$ cat src/rtl/flash_wp_pkg.sv
package flash_wp_pkg;

  typedef enum logic [2:0] {
    OP_NOP    = 3'd0,
    OP_WREN   = 3'd1,
    OP_WRDI   = 3'd2,
    OP_PROG   = 3'd3,
    OP_SERASE = 3'd4,
    OP_BERASE = 3'd5,
    OP_CERASE = 3'd6,
    OP_WRSR   = 3'd7
  } wp_op_e;

  // opcodes that start a self-timed operation and need the latch
  function automatic logic op_is_write(wp_op_e op);
    return (op == OP_PROG) || (op == OP_SERASE) || (op == OP_BERASE) ||
           (op == OP_CERASE) || (op == OP_WRSR);
  endfunction

  // opcodes that modify the array and are subject to region checks
  function automatic logic op_is_array(wp_op_e op);
    return (op == OP_PROG) || (op == OP_SERASE) || (op == OP_BERASE) ||
           (op == OP_CERASE);
  endfunction

endpackage

$ cat src/rtl/wp_region_check.sv
module wp_region_check
  import flash_wp_pkg::*;
#(
  parameter int ADDR_W  = 17,
  parameter int PAGE_AW = 8,
  parameter int SECT_AW = 12,
  parameter int BLK_AW  = 15,
  parameter int PROT_W  = 3,
  parameter int FRAC_N  = 5
) (
  input  wp_op_e            op,
  input  logic [ADDR_W-1:0] addr,
  input  logic [PROT_W-1:0] prot,
  output logic              hit
);
  localparam int CODES = 1 << PROT_W;
  localparam logic [ADDR_W-1:0] PAGE_MASK = ADDR_W'((1 << PAGE_AW) - 1);
  localparam logic [ADDR_W-1:0] SECT_MASK = ADDR_W'((1 << SECT_AW) - 1);
  localparam logic [ADDR_W-1:0] BLK_MASK  = ADDR_W'((1 << BLK_AW) - 1);
  localparam logic [ADDR_W:0]   TOP_EXCL  = (ADDR_W+1)'(1) << ADDR_W;

  // lowest protected address per protection code; an extra top bit lets
  // code 0 sit above every real address
  logic [ADDR_W:0] bound_tab [CODES];

  genvar g;
  generate
    for (g = 0; g < CODES; g++) begin : g_bound
      if (g == 0) begin : g_none
        assign bound_tab[g] = TOP_EXCL;
      end else if (g <= FRAC_N) begin : g_frac
        assign bound_tab[g] = TOP_EXCL - ((ADDR_W+1)'(1) << (ADDR_W - FRAC_N - 1 + g));
      end else begin : g_all
        assign bound_tab[g] = '0;
      end
    end
  endgenerate

  logic [ADDR_W-1:0] region_end;

  always_comb begin
    unique case (op)
      OP_PROG:   region_end = addr | PAGE_MASK;
      OP_SERASE: region_end = addr | SECT_MASK;
      OP_BERASE: region_end = addr | BLK_MASK;
      OP_CERASE: region_end = '1;
      default:   region_end = addr;
    endcase
  end

  // protected range always extends to the top, so the region end decides
  assign hit = ({1'b0, region_end} >= bound_tab[prot]);

endmodule

$ cat src/rtl/wp_page_calc.sv
module wp_page_calc #(
  parameter int ADDR_W  = 17,
  parameter int PAGE_AW = 8
) (
  input  logic [ADDR_W-1:0]  addr,
  input  logic [PAGE_AW:0]   len,
  output logic               len_ok,
  output logic [ADDR_W-1:0]  last_addr,
  output logic               wrap
);
  localparam logic [PAGE_AW:0] PAGE_BYTES = (PAGE_AW+1)'(1) << PAGE_AW;

  logic [PAGE_AW:0] end_off;

  assign len_ok    = (len != '0) && (len <= PAGE_BYTES);
  assign end_off   = {1'b0, addr[PAGE_AW-1:0]} + len - (PAGE_AW+1)'(1);
  assign wrap      = end_off[PAGE_AW];
  assign last_addr = {addr[ADDR_W-1:PAGE_AW], end_off[PAGE_AW-1:0]};

endmodule

$ cat src/rtl/wp_state_regs.sv
module wp_state_regs #(
  parameter int                PROT_W     = 3,
  parameter logic [PROT_W-1:0] PROT_RESET = '0
) (
  input  logic              clk,
  input  logic              rst,
  input  logic              set_wel,
  input  logic              clr_wel,
  input  logic              start_op,
  input  logic              load_prot,
  input  logic [PROT_W-1:0] prot_in,
  input  logic              op_done,
  output logic              wel,
  output logic              busy,
  output logic [PROT_W-1:0] prot
);

  always_ff @(posedge clk) begin
    if (rst) begin
      wel  <= 1'b0;
      busy <= 1'b0;
      prot <= PROT_RESET;
    end else begin
      if (busy && op_done) begin
        busy <= 1'b0;
        wel  <= 1'b0;
      end else begin
        if (start_op)  busy <= 1'b1;
        if (set_wel)   wel  <= 1'b1;
        else if (clr_wel) wel <= 1'b0;
      end
      if (load_prot) prot <= prot_in;
    end
  end

  // completion clears busy and the latch
  p_done_clears_r10: assert property (@(posedge clk) disable iff (rst)
    busy && op_done |=> !busy && !wel);

  // a stray completion while idle leaves the latch alone
  p_idle_done_r10: assert property (@(posedge clk) disable iff (rst)
    !busy && op_done && !set_wel && !clr_wel |=> wel == $past(wel));

  // while an operation runs the protection field cannot move
  p_busy_prot_r9: assert property (@(posedge clk) disable iff (rst)
    busy |=> $stable(prot));

endmodule

$ cat src/rtl/flash_wp_ctrl.sv
module flash_wp_ctrl
  import flash_wp_pkg::*;
#(
  parameter int ADDR_W  = 17,
  parameter int PAGE_AW = 8,
  parameter int SECT_AW = 12,
  parameter int BLK_AW  = 15,
  parameter int PROT_W  = 3,
  parameter int STAT_W  = 8
) (
  input  logic              clk,
  input  logic              rst,
  input  logic              cmd_valid,
  input  logic [2:0]        cmd_op,
  input  logic [ADDR_W-1:0] cmd_addr,
  input  logic [PAGE_AW:0]  cmd_len,
  input  logic [STAT_W-1:0] cmd_wdata,
  input  logic              wp_lock,
  input  logic              op_done,
  output logic              grant_o,
  output logic              deny_o,
  output logic [STAT_W-1:0] status_o,
  output logic [ADDR_W-1:0] prog_last_o,
  output logic              prog_wrap_o
);
  localparam int PROT_LSB = 2;
  localparam int PAD_W    = STAT_W - PROT_LSB - PROT_W;
  localparam logic [PAGE_AW:0] PAGE_BYTES = (PAGE_AW+1)'(1) << PAGE_AW;

  wp_op_e            op;
  logic              wel, busy;
  logic [PROT_W-1:0] prot;
  logic              hit, len_ok, wrap_c;
  logic [ADDR_W-1:0] last_c;
  logic              deny_c, grant_c;

  assign op = wp_op_e'(cmd_op);

  wp_region_check #(
    .ADDR_W(ADDR_W), .PAGE_AW(PAGE_AW), .SECT_AW(SECT_AW),
    .BLK_AW(BLK_AW), .PROT_W(PROT_W)
  ) u_region (
    .op(op), .addr(cmd_addr), .prot(prot), .hit(hit)
  );

  wp_page_calc #(.ADDR_W(ADDR_W), .PAGE_AW(PAGE_AW)) u_page (
    .addr(cmd_addr), .len(cmd_len), .len_ok(len_ok),
    .last_addr(last_c), .wrap(wrap_c)
  );

  always_comb begin
    deny_c = busy;
    if (op_is_write(op) && !wel)         deny_c = 1'b1;
    if (op == OP_PROG && !len_ok)        deny_c = 1'b1;
    if (op_is_array(op) && hit)          deny_c = 1'b1;
    if (op == OP_WRSR && wp_lock)        deny_c = 1'b1;
  end

  assign grant_c = cmd_valid && (op != OP_NOP) && !deny_c;

  wp_state_regs #(.PROT_W(PROT_W)) u_state (
    .clk(clk), .rst(rst),
    .set_wel(grant_c && op == OP_WREN),
    .clr_wel(grant_c && op == OP_WRDI),
    .start_op(grant_c && op_is_write(op)),
    .load_prot(grant_c && op == OP_WRSR),
    .prot_in(cmd_wdata[PROT_LSB +: PROT_W]),
    .op_done(op_done),
    .wel(wel), .busy(busy), .prot(prot)
  );

  always_ff @(posedge clk) begin
    if (rst) begin
      grant_o     <= 1'b0;
      deny_o      <= 1'b0;
      prog_last_o <= '0;
      prog_wrap_o <= 1'b0;
    end else begin
      grant_o <= grant_c;
      deny_o  <= cmd_valid && (op != OP_NOP) && deny_c;
      if (grant_c && op == OP_PROG) begin
        prog_last_o <= last_c;
        prog_wrap_o <= wrap_c;
      end
    end
  end

  assign status_o = {{PAD_W{1'b0}}, prot, wel, busy};

  // no latch, no destructive write
  p_no_wel_deny_r3: assert property (@(posedge clk) disable iff (rst)
    cmd_valid && op_is_write(op) && !status_o[1] |=> deny_o && !grant_o);

  // chip erase needs an empty protection field
  p_chip_erase_r5: assert property (@(posedge clk) disable iff (rst)
    cmd_valid && op == OP_CERASE && status_o[PROT_LSB +: PROT_W] != '0 |=> !grant_o);

  // pin locks the protection field
  p_wp_lock_r6: assert property (@(posedge clk) disable iff (rst)
    cmd_valid && op == OP_WRSR && wp_lock |=>
      status_o[PROT_LSB +: PROT_W] == $past(status_o[PROT_LSB +: PROT_W]));

  // out-of-range program lengths are refused
  p_len_r7: assert property (@(posedge clk) disable iff (rst)
    cmd_valid && op == OP_PROG && (cmd_len == '0 || cmd_len > PAGE_BYTES) |=> deny_o);

  // the reported last address stays in the starting page
  p_same_page_r8: assert property (@(posedge clk) disable iff (rst)
    cmd_valid && op == OP_PROG && !status_o[0] |=>
      !grant_o || prog_last_o[ADDR_W-1:PAGE_AW] == $past(cmd_addr[ADDR_W-1:PAGE_AW]));

  // everything is refused while busy
  p_busy_blocks_r9: assert property (@(posedge clk) disable iff (rst)
    cmd_valid && op != OP_NOP && status_o[0] |=> deny_o && !grant_o);

  // one answer per command
  p_one_answer_r12: assert property (@(posedge clk) disable iff (rst)
    cmd_valid && op != OP_NOP |=> grant_o != deny_o);

endmodule

$ cat config.mk
export PLATFORM = sky130hd
export DESIGN_NAME = flash_wp_ctrl
export DESIGN_NICKNAME = d
export VERILOG_FILES = /design/src/rtl/flash_wp_pkg.sv /design/src/rtl/wp_region_check.sv /design/src/rtl/wp_page_calc.sv /design/src/rtl/wp_state_regs.sv /design/src/rtl/flash_wp_ctrl.sv
export SDC_FILE = /design/constraint.sdc
export NUM_CORES = 1
export LEC_CHECK = 0
export CORE_MARGIN = 4
export CORE_UTILIZATION = 48
export CTS_CLUSTER_SIZE = 20
export DETAILED_ROUTE_END_ITERATION = 16
export PLACE_DENSITY = 0.85
export SKIP_LAST_GASP = 1
export SYNTH_ARGS = -nofsm -noshare
export SYNTH_HDL_FRONTEND = slang
export SYNTH_SLANG_ARGS = --single-unit
$ cat constraint.sdc
create_clock -name clk -period 5.8 [get_ports clk]
set_input_delay 0.87 -clock clk [delete_from_list [all_inputs] [get_ports clk]]
set_output_delay 0.87 -clock clk [all_outputs]
set_load 0.01 [all_outputs]
# [Word level (Yosys, flattened, before mapping)]
# Memories as Yosys holds them, arrays and structs flattened.
# Index checks and enable logic that the tools add are counted.
[word_totals] register_bits=25 romBits=144 output_inout_bits=28 elab_cells=55 n_memories=1
[mem_list] memory="(no name shown)" words=8 word_bits=18 read_ports=1 rd_clocked_by_memory_dff=0 wr=0 line_no="wp_region_check.sv:52" source="assign hit = ({1'b0, region_end} >= bound_tab[prot]);"
[classes] n_addsub=2 order_cmp=3 eq_ne=7 muxes=9 bitwise=1 n_reduce_logical=25
[ops] op="case mux 17 bit (4 select lines)" count=1
[ops] op="two-way mux 18 bit" count=2
[ops] op=">= comparator 17 x 18 -> 1 bit" count=1
[ops] op="logical AND 1 bit" count=14
[ops] op="equality test 3 bit (second input constant)" count=4
[ops] op="adder 8 x 9 -> 9 bit" count=1
[ops] op="<= comparator 9 bit (second input constant)" count=1
[ops] op="nonzero test 9 bit" count=1
[ops] op="subtractor 9 x 1 -> 9 bit (second input constant)" count=1
[ops] op="equality test 3 x 2 -> 1 bit (second input constant)" count=2
[ops] op="two-way mux 1 bit" count=6
[ops] op=">= comparator 4 bit (second input constant)" count=1
[ops] op="logical OR 1 bit" count=4
[ops] op="inverter 3 -> 4 bit" count=1
[ops] op="equality test 3 x 1 -> 1 bit (second input constant)" count=1
[ops] op="zero test 1 bit" count=3
[ops] op="nonzero test 3 bit" count=1
[ops] op="nonzero test 2 bit" count=1
[ops] op="OR reduction 2 bit" count=1

# [Depth between registers and ports, before layout]
[logic_depth] ltp_word=15 ltp_mapped=11 mapped_depth_nobuf=11

# [Hierarchy]
# Synthesis repeated with hierarchy kept, for this count alone.
[unflattened] hier_cells=255 hier_area_um2=2097.0
[by_module_without_submodules] module="flash_wp_ctrl" n_inst=1 cells_each=109 area_each_um2=985.9 seq_area_each_um2=400.4
[by_module_without_submodules] module="wp_page_calc" n_inst=1 cells_each=93 area_each_um2=639.4 seq_area_each_um2=0.0
[by_module_without_submodules] module="wp_region_check" n_inst=1 cells_each=38 area_each_um2=304.0 seq_area_each_um2=0.0
[by_module_without_submodules] module="wp_state_regs" n_inst=1 cells_each=15 area_each_um2=167.7 seq_area_each_um2=100.1

# [Least setup slack after synthesis]
# OpenSTA, ideal clock, no wires.
[synth_timing] path_kind="in2reg" startpoint="in cmd_op[1]" endpoint="reg u_state.prot[1]" setup_time_ps=87 t_arrival_ps=2818 path_slack_ps=2895 stages=11 n_path_buf=2 cell_sequence="buf_4 -> xor2_1 -> nand2_1 -> nand2b_1 -> ha_1 -> a21oi_1 -> a21oi_1 -> o221a_2 -> clkbuf_1 -> or4_1 -> o31ai_1"
[synth_between] elab_chain_len=13
[synth_lines] item="start, declared" line_no="flash_wp_ctrl.sv:14" source="input logic [2:0] cmd_op,"
[synth_lines] item="parallel branches: the longest is 12 deep, another holds >= comparator 17 x 18 -> 1 bit"
[synth_lines] item="logical AND 1 bit *" line_no="flash_wp_ctrl.sv:66" source=".load_prot(grant_c && op == OP_WRSR),"
[synth_lines] item="end signal, assigned" line_no="wp_state_regs.sv:32" source="if (load_prot) prot <= prot_in;"
[synth_lines] item="end, declared" line_no="wp_state_regs.sv:15" source="output logic [PROT_W-1:0] prot"
# Every way passes the cells marked *.
# A chain may end at the register's enable or synchronous reset.

# [Worst setup path after layout]
[layout_timing] startpoint="in cmd_op[0]" endpoint="reg u_state.prot[2]"
# The elaborated chain is that of the path after synthesis.

==> results.md <==
- Sw Ratio: 29.5%
- Type of the most critical hold path: register to register
- CP Data Arrival Time: 3600 ps
- Yosys cell types: 46
- Top FF cell, synth: dfxtp_1
- CP startpoint: cmd_op[0]
- Core Box Area: 3740 um2
- Design area: 2550 um2
- Post-DP HPWL: 3.69 mm
- Gates resized, CTS repair: 0
- Final setup viols: 0
- WL final: 4.61 mm
- Sw Pwr: 119 uW
- DR pass1 iterations: 4
- Worst vdd ir: 0.0924 mV
- Area growth, synth to finish: 33.4%
- Area contributors post-synth: dfxtp_1 26%, ha_1 15%, inv_1 8.3%
- Worst setup endpoint: u_state.prot[2]$_SDFFE_PP0P_
- Setup WS post-layout: 2380 ps
- PortBufs: 61
- RR Startpoint: u_state.prot[0]$_SDFFE_PP0P_
- Share of layout cells above drive strength 1: 4.39%
- Place WS: 2120 ps
- IO Count: 70
- Period utilization: 58.9%
- Average wire per cell in the routed design: 13.4 um
- Residual DRC: 0
- Slew @ Worst Pin: 1090 ps
- Die W: 71.1 um
- Avg Inst Size Synth: 7.83 um2
- Die area: 5050 um2
- FF-to-FF setup slack: 3110 ps
- Initial core utilization: 51.0%
- Area post-placement: 2500 um2
- Seq cells post-synth: 25
- Synth warn: 0
- CTS tree: done
- # Post-CTS Setup Buffers: 0
- Number of global-route vias before repair: 1,727
- Post-Synthesis Cells: 244
- Number of flops mapped to enable cells by yosys: 0
- Cell area after synthesis: 1910 um2
- Vias post-DR: 1,873
- Die H: 71.1 um
- Setup CP Type: primary input to register
- DRT antenna net count: 0
- Total Power: 405 uW
- Post-synthesis sequential area ratio: 26.2%
- Synth area leader: dfxtp_1
- Startpoint Class: primary input
- H-tree lvl count: 1
- Setup TNS: 0 ps
- Leakage: 0.00105 uW
- Clock power share: 26.1%
- Int Pwr: 286 uW
- Pwr per Cell Area: 159 nW/um2
- Max transition margin: 27.1%
- DR iter-0 viols: 107
- Max Clock Freq: 0.293 GHz
- Largest net degree at the start of global routing: 24
- Worst-Skew Late Latency: 270 ps
- All-Layer GR Usage: 17.8%
- Antenna violations before repair: 0
- Crit end category: register
- CTS Hold Buffers Added: 0
- Final net count: 363
- Status: finished clean
- Root Driver: clkbuf_8
- Routability cong.: 0.818
- Reg clk slew, reported paths: 90 ps
- Clk sink count: 25
- Final max-slew violation count: 0
- # rows: 22
- Maximum Capacitance Violations: 0
- First-pass GRT wire length: 7.48 mm
- Post-route minimum period: 3420 ps
- Final Hold Violating Endpoints: 0
- RSZ-0062 raised after global routing: no
- Avg Vias per Cell: 5.44
- Seq pwr share: 43.5%
- DP Cell Count: 340
- Share of the synthesized area in the top cell type: 26.2%
- Combinational share of power: 30.4%
- Synth cell count leaders: 42 x inv_1, 25 x a21oi_1, 25 x dfxtp_1
- Total gr overflow: 0
- Number of clock buffers inserted by TritonCTS: 3
- Skew final: 1.77 ps
- Post-synthesis async set-or-reset flop share: 0%
- Ant. Diodes: 0
- Most frequent cell after synthesis: inv_1
- R2R Path End: u_state.prot[2]$_SDFFE_PP0P_
- Final Non-Filler Cells: 344
- WP data required: 5980 ps
- Critical Path Fanout Max: 22
- Clk buf depth: 2
- Worst r2r path cells: 9
-- cell families (layout without fill, tap and decap cells) --
| kind of cell | count (synthesis) | after routing | share of synthesized area (%) |
|---|---|---|---|
| compound gates | 70 | 70 | 23.2 |
| xor+xnor | 6 | 6 | 2.75 |
| fa+ha+maj | 24 | 24 | 16.1 |
| buf+inv | 58 | 108 | 13.3 |
| flops | 25 | 25 | 26.2 |
| other cells | 1 | 3 | 0.196 |
| simple gates | 60 | 60 | 18.2 |
-- per-layer routing --
| layer | track usage (%) | routed length (um) | vias up |
|---|---|---|---|
| met2 | 31.3 | 2170 | 68 |
| met4 | 5.64 | 65 | 0 |
| met5 | 0 | 0 | - |
| met3 | 1.56 | 286 | 6 |
| li1 | - | - | 951 |
| met1 | 22.9 | 2090 | 848 |
-- power by group through the flow --
stage                     Sequential [uW]  Clock (uW)  Combinational [uW]
after floorplan                       181           0                75.5
after global placement                180           0                 119
after detailed placement              180           0                 123
after CTS                             176         107                 124
after global routing                  177         114                 139
final                                 176         106                 123
-- through the flow --
| stage | hold WS, ps | utilization, % |
|---|---|---|
| 4_1_cts | 480 | 68.0 |
| 2_1_floorplan | 487 | - |
| 5_1_grt | 502 | 68.0 |
| 3_3_place_gp | 460 | 66.7 |
| 3_5_place_dp | 467 | 66.7 |
| 6_report | 477 | 68.0 |
-- flip-flops by register name, summed over array words and instances (netlist names) --
register      flops
prog_wrap_o       1
deny_o            1
u_state.prot      3
prog_last_o      17
u_state.wel       1
grant_o           1
u_state.busy      1
-- how the worst min path moves through the flow --
| stage | startpoint | end | slack (ps) | cells past startpoint |
|---|---|---|---|---|
| final | prog_last_o[14]$_SDFFE_PP0P_ | prog_last_o[14]$_SDFFE_PP0P_ | 480 | 2 |
| after global routing | prog_last_o[14]$_SDFFE_PP0P_ | prog_last_o[14]$_SDFFE_PP0P_ | 500 | 2 |
| after CTS | prog_last_o[14]$_SDFFE_PP0P_ | prog_last_o[14]$_SDFFE_PP0P_ | 480 | 2 |
| after detailed placement | prog_last_o[6]$_SDFFE_PP0P_ | prog_last_o[6]$_SDFFE_PP0P_ | 470 | 2 |
| after global placement | prog_last_o[6]$_SDFFE_PP0P_ | prog_last_o[6]$_SDFFE_PP0P_ | 460 | 2 |
| after floorplan | u_state.busy$_SDFFE_PP0P_ | u_state.busy$_SDFFE_PP0P_ | 490 | 1 |
-- worst max-delay path, cell delays in order --
cell and delay [ps]:
clkdlybuf4s50_1 670, xor2_1 270, nand2_1 100, nand2b_1 110
ha_1 240, a21oi_1 180, a21oi_1 110, o221a_2 410
or4_1 560, o31ai_1 80
-- final cells by class --
| type | instances | area (um2) |
|---|---|---|
| Inverter | 42 | 158 |
| Timing Repair Buffer | 62 | 618 |
| Tap cell | 48 | 60.1 |
| Clock inverter | 1 | 7.51 |
| Multi-Input combinational cell | 163 | 1160 |
| Clock buffer | 3 | 41.3 |
| Sequential cell | 25 | 500 |
| Fill cell | 342 | 1200 |
-- placed cells by master, fill, tap and decap left out, types with 4 or more instances in the layout --
| master | n |
|---|---|
| a21oi_1 | 25 |
| nor2_1 | 4 |
| nor3_1 | 4 |
| o21ai_0 | 19 |
| ha_1 | 23 |
| nand3_1 | 18 |
| inv_1 | 42 |
| nand2b_1 | 6 |
| nand2_1 | 11 |
| dfxtp_1 | 25 |
| clkdlybuf4s50_1 | 61 |
(Power assumes the default switching activity.)
